===== src/rtl/prg_pkg.sv =====
package prg_pkg;

    localparam int RATE_W = 4;

    typedef logic [RATE_W-1:0] rate_code_t;

    typedef struct packed {
        logic irq_flag;
        logic per_flag;
    } stat_flags_t;

    // log2 of the period in ticks; codes 1 and 2 alias onto 8 and 9
    function automatic int unsigned period_shift(rate_code_t code);
        if (code == rate_code_t'(1))      return 7;
        else if (code == rate_code_t'(2)) return 8;
        else                              return int'(code) - 1;
    endfunction

endpackage


===== src/rtl/prg_rate_decode.sv =====
module prg_rate_decode
    import prg_pkg::*;
#(
    parameter int CNT_W = 16
) (
    input  rate_code_t       code_i,
    input  logic             pie_i,
    output logic             active_o,
    output logic [CNT_W-1:0] mask_o
);
    int unsigned shift;

    always_comb begin
        active_o = (code_i != '0) && pie_i;
        shift    = period_shift(code_i);
    end

    // one mask bit per counter bit: set below the period exponent
    for (genvar i = 0; i < CNT_W; i++) begin : g_mask
        assign mask_o[i] = active_o && (shift > i);
    end

endmodule


===== src/rtl/prg_phase_counter.sv =====
module prg_phase_counter #(
    parameter int CNT_W = 16
) (
    input  logic             clk,
    input  logic             rst,
    input  logic             tick_i,
    input  logic             active_i,
    input  logic [CNT_W-1:0] mask_i,
    output logic             hit_o
);
    logic [CNT_W-1:0] cnt_q;
    logic [CNT_W-1:0] cnt_nxt;

    always_comb begin
        cnt_nxt = cnt_q + CNT_W'(1);
        hit_o   = tick_i && active_i && ((cnt_nxt & mask_i) == '0);
    end

    always_ff @(posedge clk) begin
        if (rst)         cnt_q <= '0;
        else if (tick_i) cnt_q <= cnt_nxt;
    end

    p_tick_advances_r11: assert property (@(posedge clk) disable iff (rst)
        tick_i |=> (cnt_q == CNT_W'($past(cnt_q) + CNT_W'(1))));

    p_no_tick_holds_r11: assert property (@(posedge clk) disable iff (rst)
        !tick_i |=> $stable(cnt_q));

    p_idle_no_hit_r2: assert property (@(posedge clk) disable iff (rst)
        !active_i |-> !hit_o);

endmodule


===== src/rtl/prg_status_flags.sv =====
module prg_status_flags
    import prg_pkg::*;
(
    input  logic        clk,
    input  logic        rst,
    input  logic        evt_i,
    input  logic        clr_i,
    input  logic        legacy_i,
    output stat_flags_t flags_o,
    output logic        irq_line_o,
    output logic        pulse_o
);
    stat_flags_t flags_q;
    logic        irq_q;
    logic        pulse_q;

    always_ff @(posedge clk) begin
        if (rst) begin
            flags_q <= '0;
            irq_q   <= 1'b0;
            pulse_q <= 1'b0;
        end else begin
            pulse_q <= evt_i;
            if (evt_i) begin
                flags_q.irq_flag <= 1'b1;
                flags_q.per_flag <= 1'b1;
                irq_q            <= irq_q | ~legacy_i;
            end else if (clr_i) begin
                flags_q <= '0;
                irq_q   <= 1'b0;
            end
        end
    end

    assign flags_o    = flags_q;
    assign irq_line_o = irq_q;
    assign pulse_o    = pulse_q;

    p_evt_sets_flags_r7: assert property (@(posedge clk) disable iff (rst)
        evt_i |=> (flags_o == 2'b11));

    p_clear_drops_r10: assert property (@(posedge clk) disable iff (rst)
        (clr_i && !evt_i) |=> (flags_o == 2'b00 && !irq_line_o));

    p_legacy_no_arm_r9: assert property (@(posedge clk) disable iff (rst)
        (evt_i && legacy_i && !irq_q) |=> !irq_line_o);

    p_irq_sticky_r8: assert property (@(posedge clk) disable iff (rst)
        (irq_q && !clr_i) |=> irq_line_o);

endmodule


===== src/rtl/periodic_irq_gen.sv =====
module periodic_irq_gen
    import prg_pkg::*;
#(
    parameter int CNT_W = 16
) (
    input  logic        clk,
    input  logic        rst,
    input  logic        tick_en,
    input  logic [3:0]  rate_sel,
    input  logic        pie_en,
    input  logic        stat_clr,
    input  logic        legacy_off,
    output logic        per_pulse_o,
    output logic [1:0]  stat_flags_o,
    output logic        irq_o
);
    logic             active;
    logic [CNT_W-1:0] mask;
    logic             hit;
    stat_flags_t      flags;
    logic             irq_line;

    prg_rate_decode #(.CNT_W(CNT_W)) u_dec (
        .code_i   (rate_code_t'(rate_sel)),
        .pie_i    (pie_en),
        .active_o (active),
        .mask_o   (mask)
    );

    prg_phase_counter #(.CNT_W(CNT_W)) u_cnt (
        .clk      (clk),
        .rst      (rst),
        .tick_i   (tick_en),
        .active_i (active),
        .mask_i   (mask),
        .hit_o    (hit)
    );

    prg_status_flags u_stat (
        .clk        (clk),
        .rst        (rst),
        .evt_i      (hit),
        .clr_i      (stat_clr),
        .legacy_i   (legacy_off),
        .flags_o    (flags),
        .irq_line_o (irq_line),
        .pulse_o    (per_pulse_o)
    );

    assign stat_flags_o = flags;
    assign irq_o        = irq_line & ~legacy_off;

    p_stopped_no_evt_r3: assert property (@(posedge clk) disable iff (rst)
        (rate_sel == 4'd0 || !pie_en) |=> !per_pulse_o);

    p_pulse_flags_r7: assert property (@(posedge clk) disable iff (rst)
        per_pulse_o |-> (stat_flags_o == 2'b11));

endmodule


===== config.mk =====
export PLATFORM = sky130hd
export DESIGN_NAME = periodic_irq_gen
export DESIGN_NICKNAME = d
export VERILOG_FILES = /design/src/rtl/prg_pkg.sv /design/src/rtl/prg_rate_decode.sv /design/src/rtl/prg_phase_counter.sv /design/src/rtl/prg_status_flags.sv /design/src/rtl/periodic_irq_gen.sv
export SDC_FILE = /design/constraint.sdc
export NUM_CORES = 1
export LEC_CHECK = 0
export BUFFER_PORTS_ARGS = -buffer_cell sky130_fd_sc_hd__buf_2
export CAP_MARGIN = 20
export CORE_AREA = 4 4 64 66
export DETAILED_ROUTE_END_ITERATION = 10
export DIE_AREA = 0 0 68 70
export PLACE_DENSITY = 0.71
export SLEW_MARGIN = 20
export SYNTH_ARGS = -nofsm -noshare
export SYNTH_HDL_FRONTEND = slang
export SYNTH_HIERARCHICAL = 1
export SYNTH_SLANG_ARGS = --single-unit

===== constraint.sdc =====
create_clock -name clk -period 6.6 [get_ports clk]
set_input_delay 0.66 -clock clk [delete_from_list [all_inputs] [get_ports clk]]
set_output_delay 0.66 -clock clk [all_outputs]
set_load 0.05 [all_outputs]

==> results of run 1 <==
-- cells by family after synthesis --
group	synth area share, %
and+or+nand+nor	33.26
AOI/OAI and AO/OA	19.88
buffers and inverters	8.025
xor gates and xnor gates	9.617
DFF	21.98
adders and majority gates	4.338
muxes	2.892
-- sequential cells by signal, summed over array words and instances, names as in the netlist --
name	flops
u_cnt/cnt_q	16
u_stat/flags_o	1
u_stat/irq_line_o	1
u_stat/pulse_o	1
-- placed cells by master, fill, tap and decap left out, types with 3 or more instances in the layout --
cell type and instances:
or3_1 3, nand2b_1 6, nand3_1 10, a21oi_1 12
nor4_1 6, nand2_1 17, xor2_1 14, and4_1 3
mux2i_1 5, xnor2_1 5, clkbuf_4 3, buf_2 13
ha_1 6, nand4_1 6, o21ai_0 9, inv_1 15
dfxtp_1 19, nor2_1 24, a31oi_1 3
-- power breakdown --
part	leakage, nW	switching (mW)	internal (mW)
Sequential	0.154	0.00291	0.117
Combinational	0.545	0.0359	0.0187
Clock	0.0177	0.0382	0.0227
Total	0.716	0.0770	0.158
-- routing by layer --
metal / share of wire, % / global-route usage, % / routed length [um] / vias up
li1: - / - / - / 801
met1: 48 / 23.78 / 1744 / 698
met2: 45 / 23.23 / 1632 / 37
met3: 4.2 / 3.537 / 151 / 11
met4: 2.5 / 7.285 / 91 / 0
met5: 0 / 0 / 0 / -
-- tightest hold or removal path, stage by stage (launching register included) --
cell	delay, ns
dfxtp_1	0.33
nand2b_1	0.07
a21oi_1	0.06
-- final timing paths --
check	startpoint	to	slack, ns
setup reg to reg	u_cnt/cnt_q[3]	u_stat/irq_line_o	4.26
hold reg to reg	u_stat/flags_o[1]	u_stat/flags_o[1]	0.50
hold / removal	u_stat/flags_o[1]	u_stat/flags_o[1]	0.50
setup / recovery	rate_sel[0]	u_stat/irq_line_o	3.60
-- stage by stage --
stage	instances	power (mW)	hold WS, ns
2_1_floorplan	221	0.1636	0.4793
3_3_place_gp	269	0.1758	0.4675
3_5_place_dp	269	0.1759	0.4802
4_1_cts	273	0.2385	0.4997
5_1_grt	273	0.2511	0.5466
6_report	273	0.2352	0.4994
-- area by class of cell --
type,instances,share of cell area (%)
repair buffers,13,3.614
flip-flops and latches,19,21.13
clock inverters,1,0.2780
well taps,48,3.336
clock buffers,3,1.251
multi-input cells,174,67.27
inverters,15,3.127
==> impl_results.md, run 1 <==
- Register area share after synthesis: 21.98%
- Slew of the pin with the lowest slew margin: 0.5167 ns
- Syn avg cell area: 7.830 um2
- GPL Wtd Cong: 0.8471
- H-Tree Depth: 1
- Maxcap violations: 0
- Via count: 1547
- Pre-CTS WS: 3.311 ns
- Hold path cells: 2
- Clk_lat worst skew: 0.31 ns
- Port buffer count: 13
- Syn Inst Count: 221
- Largest net degree at the start of global routing: 20
- Final ANT Viol Nets: 0
- Crit path time final: 3.004 ns
- Die height: 70 um
- Post-synthesis net count: 237
- DP Wirelength: 2.673 mm
- Fraction of layout cells with a size suffix above 1: 13.78%
- Crit path buf inv count: 2
- Crit path depth: 13
- Seq. cell area: 380.4 um2
- Synth top area share: 21.98%
- Most used DFF post-synth: dfxtp_1
- Vias per cell: 5.667
- Synth area leader: dfxtp_1
- CTS tree: done
- Fin. max-slew vios: 0
- Number of global-route vias before repair: 1338
- DRT iter0 DRCs: 156
- DR DRC count: 0
- Worst path most repeated cell: nor2_1
- Relative slew slack: 65.26%
- Hold buffer count at cts: 0
- First-pass GRT wire length: 6.237 mm
- Final worst setup slack: 3.596 ns
- HP Class: flop to flop
- Die W: 68 um
- Final setup fails: 0
- FMAX: 0.3329 GHz
- Post-CTS Setup Repair Bufs: 0
- Unrepaired setup endpoints after global routing: false
- Die Area: 4760 um2
- CP startpoint kind: input port
- Congestion Overflow GR: 0
- Most numerous cell in the Yosys netlist: nor2_1
- Cell Area, Synth: 1730 um2
- Cell Chain, Critical Path: buf_2, inv_1, ha_1, nor2_1, a221oi_1, a211oi_2, nor2_1, and3b_1, a2111oi_0, and3_1, and4_1, nor2b_2, a21o_1
- Critical path required time: 6.86 ns
- Nets: 242
- Worst EP arrival: 3.27 ns
- Area of the multi-input gates: 1211 um2
- Critical Path Sink Type: flop
- Placed Instance Area: 1773 um2
- Initial antenna violation count: 0
- Reg2Reg Depth: 7
- Leak: 0.7161 nW
- Clock root cell: clkbuf_4
- Post-CTS sizing: 0
- FILL cells: 357
- Ys async rst share: 0%
- Distinct cell type count after synthesis: 57
- Crit path largest cell delay: 0.40 ns
- Yosys reg bits: 19
- VDD IR max: 85.13 uV
- Fin area: 1800 um2
- Total I/O pin count: 14
- Util after Layout: 50.31%
- Pwr dens: 130.7 nW/um2
- Final hold vios: 0
- Core Footprint: 3578 um2
- Longest Clk Path Bufs: 2
- First drt pass iteration count: 4
- Area Growth Syn to Fin: 4.049%
- Clock slew at reported path FFs: 0.11 ns
- Worst Path Max Fanout: 8
- Skew final: 0.004635 ns
- Ant diodes: 0
- Clk sinks: 19
- Synthesis warning total: 6
- Fin crit share: 45.51%
- # rows: 22
- Top cells by area, synth: dfxtp_1 (22%), xor2_1 (7.1%), nor2_1 (5.2%)
- Crit-path slowest cell: a211oi_2
- Num CTS Buffers: 3
- Synth cell count leaders: nor2_1 (24), dfxtp_1 (19), nand2_1 (17)
- GR Util All Layers: 16.55%
- Initial Utilization: 48.36%
- Drt wl/cell: 13.26 um
- Status: finished clean
- Cell family with most CP delay: simple AND/OR/NAND/NOR gates
- Setup TNS: 0 ns
- EDFF count, synth: 0
- Drt total wl: 3.619 mm
- Kind of critical path: input port to flop
Power figures use the tool's default switching activity.
==> run 2: changes to the inputs <==
- PLACE_DENSITY: 0.71 -> 0.74
- clock period: 6.6 -> 2.61 ns (I/O delays scaled with it)
==> run 2 against run 1 <==
Hold slack got worse by 0.26 ns. Critical path type unchanged. Via count increased by 7.0%. Highest routed layer unchanged. Power increased to 2.6 times the previous value. Register-to-register slack got worse by 4.0 ns. Combinational power increased to 3.1 times the previous value. Clock power increased by 140%. Die area unchanged. First-iteration DRC count increased by 3.8%. Core utilization increased by 5.3 points.
==> impl_results.md, run 2 (synthesized netlist as in run 1, its figures left out) <==
- Status: finished clean
- Nets: 264
- Final ANT Viol Nets: 0
- # rows: 22
- CTS tree: done
- Relative slew slack: 71.61%
- Fin cells: 295
- Kind of critical path: input port to flop
- Leak: 0.8225 nW
- Die height: 70 um
- Crit path time final: 2.408 ns
- Largest net degree at the start of global routing: 20
- Final hold vios: 0
- First-pass GRT wire length: 6.430 mm
- Final setup fails: 0
- Largest register FFs: 16
- Critical path required time: 2.86 ns
- Final worst setup slack: 0.2019 ns
- Die Area: 4760 um2
- Critical Path Sink Type: flop
- Total I/O pin count: 14
- Clock slew at reported path FFs: 0.10 ns
- Fraction of layout cells with a size suffix above 1: 23.48%
- Placed cell count: 291
- Pwr dens: 310.3 nW/um2
- H-Tree Depth: 1
- Maxcap violations: 0
- Port buffer count: 13
- Initial antenna violation count: 0
- Initial Utilization: 48.36%
- CP startpoint kind: input port
- Clock root cell: clkbuf_4
- Area Growth Syn to Fin: 14.97%
- Pre-CTS WS: -0.1397 ns
- Skew final: 0.002059 ns
- DR DRC count: 0
- Most flop-heavy register: u_cnt/cnt_q
- Fin crit share: 92.26%
- Clk sinks: 19
- Number of global-route vias before repair: 1448
- Congestion Overflow GR: 0
- Worst Path Max Fanout: 6
- Drt wl/cell: 13.05 um
- FMAX: 0.4153 GHz
- Placed Instance Area: 1938 um2
- Drt total wl: 3.849 mm
- HP Class: input port to flop
- DP Wirelength: 2.948 mm
- First drt pass iteration count: 4
- Die W: 68 um
- DRT iter0 DRCs: 162
- Ant diodes: 0
- Num CTS Buffers: 3
- Longest Clk Path Bufs: 2
- Commonest non-fill, non-tap cells in the layout: nor2_1 (24), buf_4 (22), dfxtp_1 (19)
- Vias per cell: 5.610
- Slew of the pin with the lowest slew margin: 0.4152 ns
- Core Footprint: 3578 um2
- VDD IR max: 257.8 uV
- Fin area: 1989 um2
- GPL Wtd Cong: 0.8885
- Fin. max-slew vios: 0
- Hold buffer count at cts: 0
- Via count: 1655
- Worst EP arrival: 2.66 ns
- GR Util All Layers: 16.75%
- Clk_lat worst skew: 0.29 ns
- Commonest non-fill, non-tap cell in the layout: nor2_1
==> run 2: path summary, 6_finish.rpt <==
check	start	depth (start not counted)	to	slack, ns
min reg2reg	u_stat/flags_o[1]	2	u_stat/flags_o[1]	0.48
max reg2reg	u_cnt/cnt_q[2]	7	u_stat/irq_line_o	0.27
max	rate_sel[1]	13	u_stat/irq_line_o	0.20
min	stat_clr	3	u_stat/flags_o[1]	0.24
==> run 2: report_power, final <==
part	internal [mW]	total [mW]	switching, mW
Clock	0.0595	0.147	0.0874
Combinational	0.0690	0.167	0.0983
Sequential	0.295	0.303	0.00776
Total	0.424	0.617	0.193
==> run 2: routing by layer <==
metal	GRT usage [%]	wire length (um)	vias to the layer above
met2	26.34	1808	36
met5	0	0	-
li1	-	-	847
met4	1.987	13	0
met1	23.68	1817	770
met3	3.859	210	2
==> run 2: timing repair <==
item                                    4_1_cts  5_1_grt
gates resized for setup                       0        9
buffers inserted                              0        0
endpoints found under the setup margin        0        3
==> run 2: final cells by class <==
class,instances,area [um2]
fillers,356,1589
multi-input cells,174,1236
flip-flops and latches,19,380.4
repair buffers,35,230.2
well taps,48,60.06
inverters,15,56.30
clock buffers,4,26.28
==> run 2: worst max-delay path: stages <==
cell	delay, ns
buf_2	0.10
inv_1	0.07
ha_1	0.22
buf_4	0.16
o2bb2ai_1	0.15
a211oi_2	0.43
nor2_1	0.11
and3b_1	0.19
a2111oi_2	0.30
and3_1	0.21
and4_4	0.23
nor2b_4	0.14
a21o_1	0.11
==> run 2: stage by stage <==
stage | setup TNS, ns | hold WS (ns) | total power, mW | utilization [%]
after floorplan | 0 | 0.3301 | 0.4137 | -
after global placement | -0.03728 | 0.4695 | 0.4668 | 54.16
after detailed placement | -0.2245 | 0.4705 | 0.4679 | 54.16
after CTS | 0 | 0.2254 | 0.6185 | 54.90
after global routing | -0.01890 | 0.2408 | 0.6572 | 55.59
final | 0 | 0.2358 | 0.6174 | 55.59
==> run 3: changes to the inputs <==
- ABC_AREA: default -> 1
- PLACE_DENSITY: 0.74 -> 0.73
==> run 3 against run 2 <==
Non-clock buffer count is 21 lower. Synthesized area down 1.8%. Final area is 7.8% lower. Die area stayed put. Clock skew is 0.0024 ns higher. Maximum frequency up 14%. Critical path depth grew 9. Hold slack got worse by 0.083 ns. Core utilization is 4.3 points lower. Power grew 9.0%. Critical path type unchanged. Critical endpoint unchanged. Highest routed layer unchanged.
==> impl_results.md, run 3 <==
- Die height: 70 um
- Syn Inst Count: 288
- Core Footprint: 3578 um2
- Ys async rst share: 0%
- H-Tree Depth: 1
- Hold buffer count at cts: 0
- DP Wirelength: 2.978 mm
- Synthesized-area fraction occupied by and/or/nand/nor cells: 46.54%
- GPL Wtd Cong: 0.8897
- Longest Clk Path Bufs: 2
- Synth top area share: 22.39%
- Final hold slack: 0.1527 ns
- Unrepaired setup endpoints after global routing: false
- Critical Path Sink Type: flop
- Maxcap violations: 0
- First drt pass iteration count: 4
- Ant diodes: 0
- Skew final: 0.004507 ns
- Pwr dens: 367.0 nW/um2
- Largest net degree at the start of global routing: 29
- Worst EP arrival: 2.37 ns
- Post-CTS sizing: 0
- Slew of the pin with the lowest slew margin: 0.4653 ns
- Clk_lat worst skew: 0.31 ns
- Num CTS Buffers: 3
- Distinct cell type count after synthesis: 29
- Tot Pwr: 0.6731 mW
- VDD IR max: 231.6 uV
- Kind of critical path: input port to flop
- Yosys reg bits: 19
- Number of global-route vias before repair: 1589
- Fin crit share: 80.84%
- EDFF count, synth: 0
- # rows: 22
- Port buffer count: 13
- Cell Area, Synth: 1699 um2
- Switching pwr: 0.2408 mW
- Status: finished clean
- Initial antenna violation count: 0
- Area Growth Syn to Fin: 7.953%
- Synth cell count leaders: nand2_1 (83), inv_1 (50), nor2_1 (36)
- Net Sw Frac: 35.78%
- Congestion Overflow GR: 0
- Sequential power share: 48.8%
- Critical path required time: 2.87 ns
- Die Area: 4760 um2
- Syn avg cell area: 5.900 um2
- Post-synthesis net count: 304
- Most numerous cell in the Yosys netlist: nand2_1
- Multiplexer share of the synthesized area: 0%
- Die W: 68 um
- Clock root cell: clkbuf_4
- First-pass GRT wire length: 6.541 mm
- Via count: 1723
- Synthesis warning total: 6
- Drt wl/cell: 10.72 um
- DR DRC count: 0
- CP startpoint kind: input port
- Final ANT Viol Nets: 0
- Compound-cell area share of the yosys netlist: 13.11%
- Clock slew at reported path FFs: 0.11 ns
- Vias per cell: 4.937
- Fraction of layout cells with a size suffix above 1: 14.29%
- Nets: 318
- Clk sinks: 19
- Final setup fails: 0
- Synth area leader: dfxtp_1
- Final hold vios: 0
- Relative slew slack: 68.94%
- Register area share after synthesis: 22.39%
- Initial Utilization: 47.48%
- DRT iter0 DRCs: 68
- Commonest non-fill, non-tap cell in the layout: nand2_1
- Largest family of logic cells by synthesized area: simple AND/OR/NAND/NOR gates
- Top cells by area, synth: dfxtp_1 (22%), nand2_1 (18%), inv_1 (11%)
- Setup TNS: 0 ns
- Worst Path Max Fanout: 6
- CTS tree: done
- Largest register FFs: 16
- Crit path time final: 2.110 ns
- Leak: 0.9606 nW
- Commonest non-fill, non-tap cells in the layout: nand2_1 (83), inv_1 (50), nor2_1 (36)
- GR Util All Layers: 17.22%
- Fin. max-slew vios: 0
- Most flop-heavy register: u_cnt/cnt_q
- Xor/xnor share of the synthesized area: 0.5155%
- Cell Int Power: 0.4323 mW
- HP Class: input port to flop
- Combinational share of power: 28.0%
- Most used DFF post-synth: dfxtp_1
- Fraction of the mapped netlist area in adder cells: 4.418%
- FMAX: 0.4739 GHz
- Clock Power Share: 23.2%
- Drt total wl: 3.740 mm
- Post-CTS Setup Repair Bufs: 0
- Total I/O pin count: 14
[run 3: cell families after synthesis]
kind of cell	after synthesis
AOI/OAI and AO/OA	34
DFF	19
buffers and inverters	57
xor gates and xnor gates	1
adders and majority gates	6
and+or+nand+nor	171
[run 3: cell type report]
cell class / instances / area, um2
repair buffers: 14 / 72.57
well taps: 48 / 60.06
inverters: 52 / 197.7
multi-input cells: 212 / 1097
fillers: 375 / 1744
flip-flops and latches: 19 / 380.4
clock buffers: 4 / 26.28
[run 3: metrics by stage]
step	setup WS [ns]	instance area, um2	std cells	util (%)
2_1_floorplan	0.6295	1699	288	-
3_3_place_gp	0.2639	1808	345	50.52
3_5_place_dp	0.1876	1808	345	50.52
4_1_cts	0.5056	1834	349	51.26
5_1_grt	0.2630	1834	349	51.26
6_report	0.5000	1834	349	51.26
[run 3: worst max-delay path, cell delays in order]
cell	delay, ns
buf_2	0.12
inv_1	0.08
ha_1	0.24
nor2_1	0.14
nor2_2	0.07
nand2_2	0.09
nand2_4	0.08
o21ai_2	0.18
nand2_1	0.08
nand2_1	0.07
nand3b_1	0.07
nor2_1	0.10
nand2_1	0.05
nor2_1	0.09
nand2_1	0.06
nor2_1	0.09
nand2_1	0.06
nor2_1	0.19
inv_2	0.07
nand2_2	0.05
nand2_1	0.04
nor2_1	0.09
[run 3: worst paths after layout]
| check | endpoint | slack (ns) | from | depth (start not counted) |
|---|---|---|---|---|
| setup / recovery | u_stat/irq_line_o | 0.50 | rate_sel[0] | 22 |
| hold / removal | u_stat/flags_o[1] | 0.15 | rst | 2 |
| setup reg to reg | u_stat/irq_line_o | 0.71 | u_cnt/cnt_q[1] | 13 |
| hold reg to reg | u_stat/flags_o[1] | 0.49 | u_stat/flags_o[1] | 2 |
[run 3: routing by layer]
metal	wire length [um]	GRT usage [%]	vias up
li1	-	-	937
met1	1855	22.19	750
met2	1718	28.69	31
met3	115	2.412	5
met4	51	5.740	0
met5	0	0	-
[run 3: power groups by stage]
stage | registers [mW] | logic [mW] | clock network, mW
final | 0.328 | 0.189 | 0.156
after global routing | 0.331 | 0.217 | 0.176
after floorplan | 0.334 | 0.144 | 0
after detailed placement | 0.334 | 0.188 | 0
after global placement | 0.334 | 0.187 | 0
after CTS | 0.328 | 0.190 | 0.164
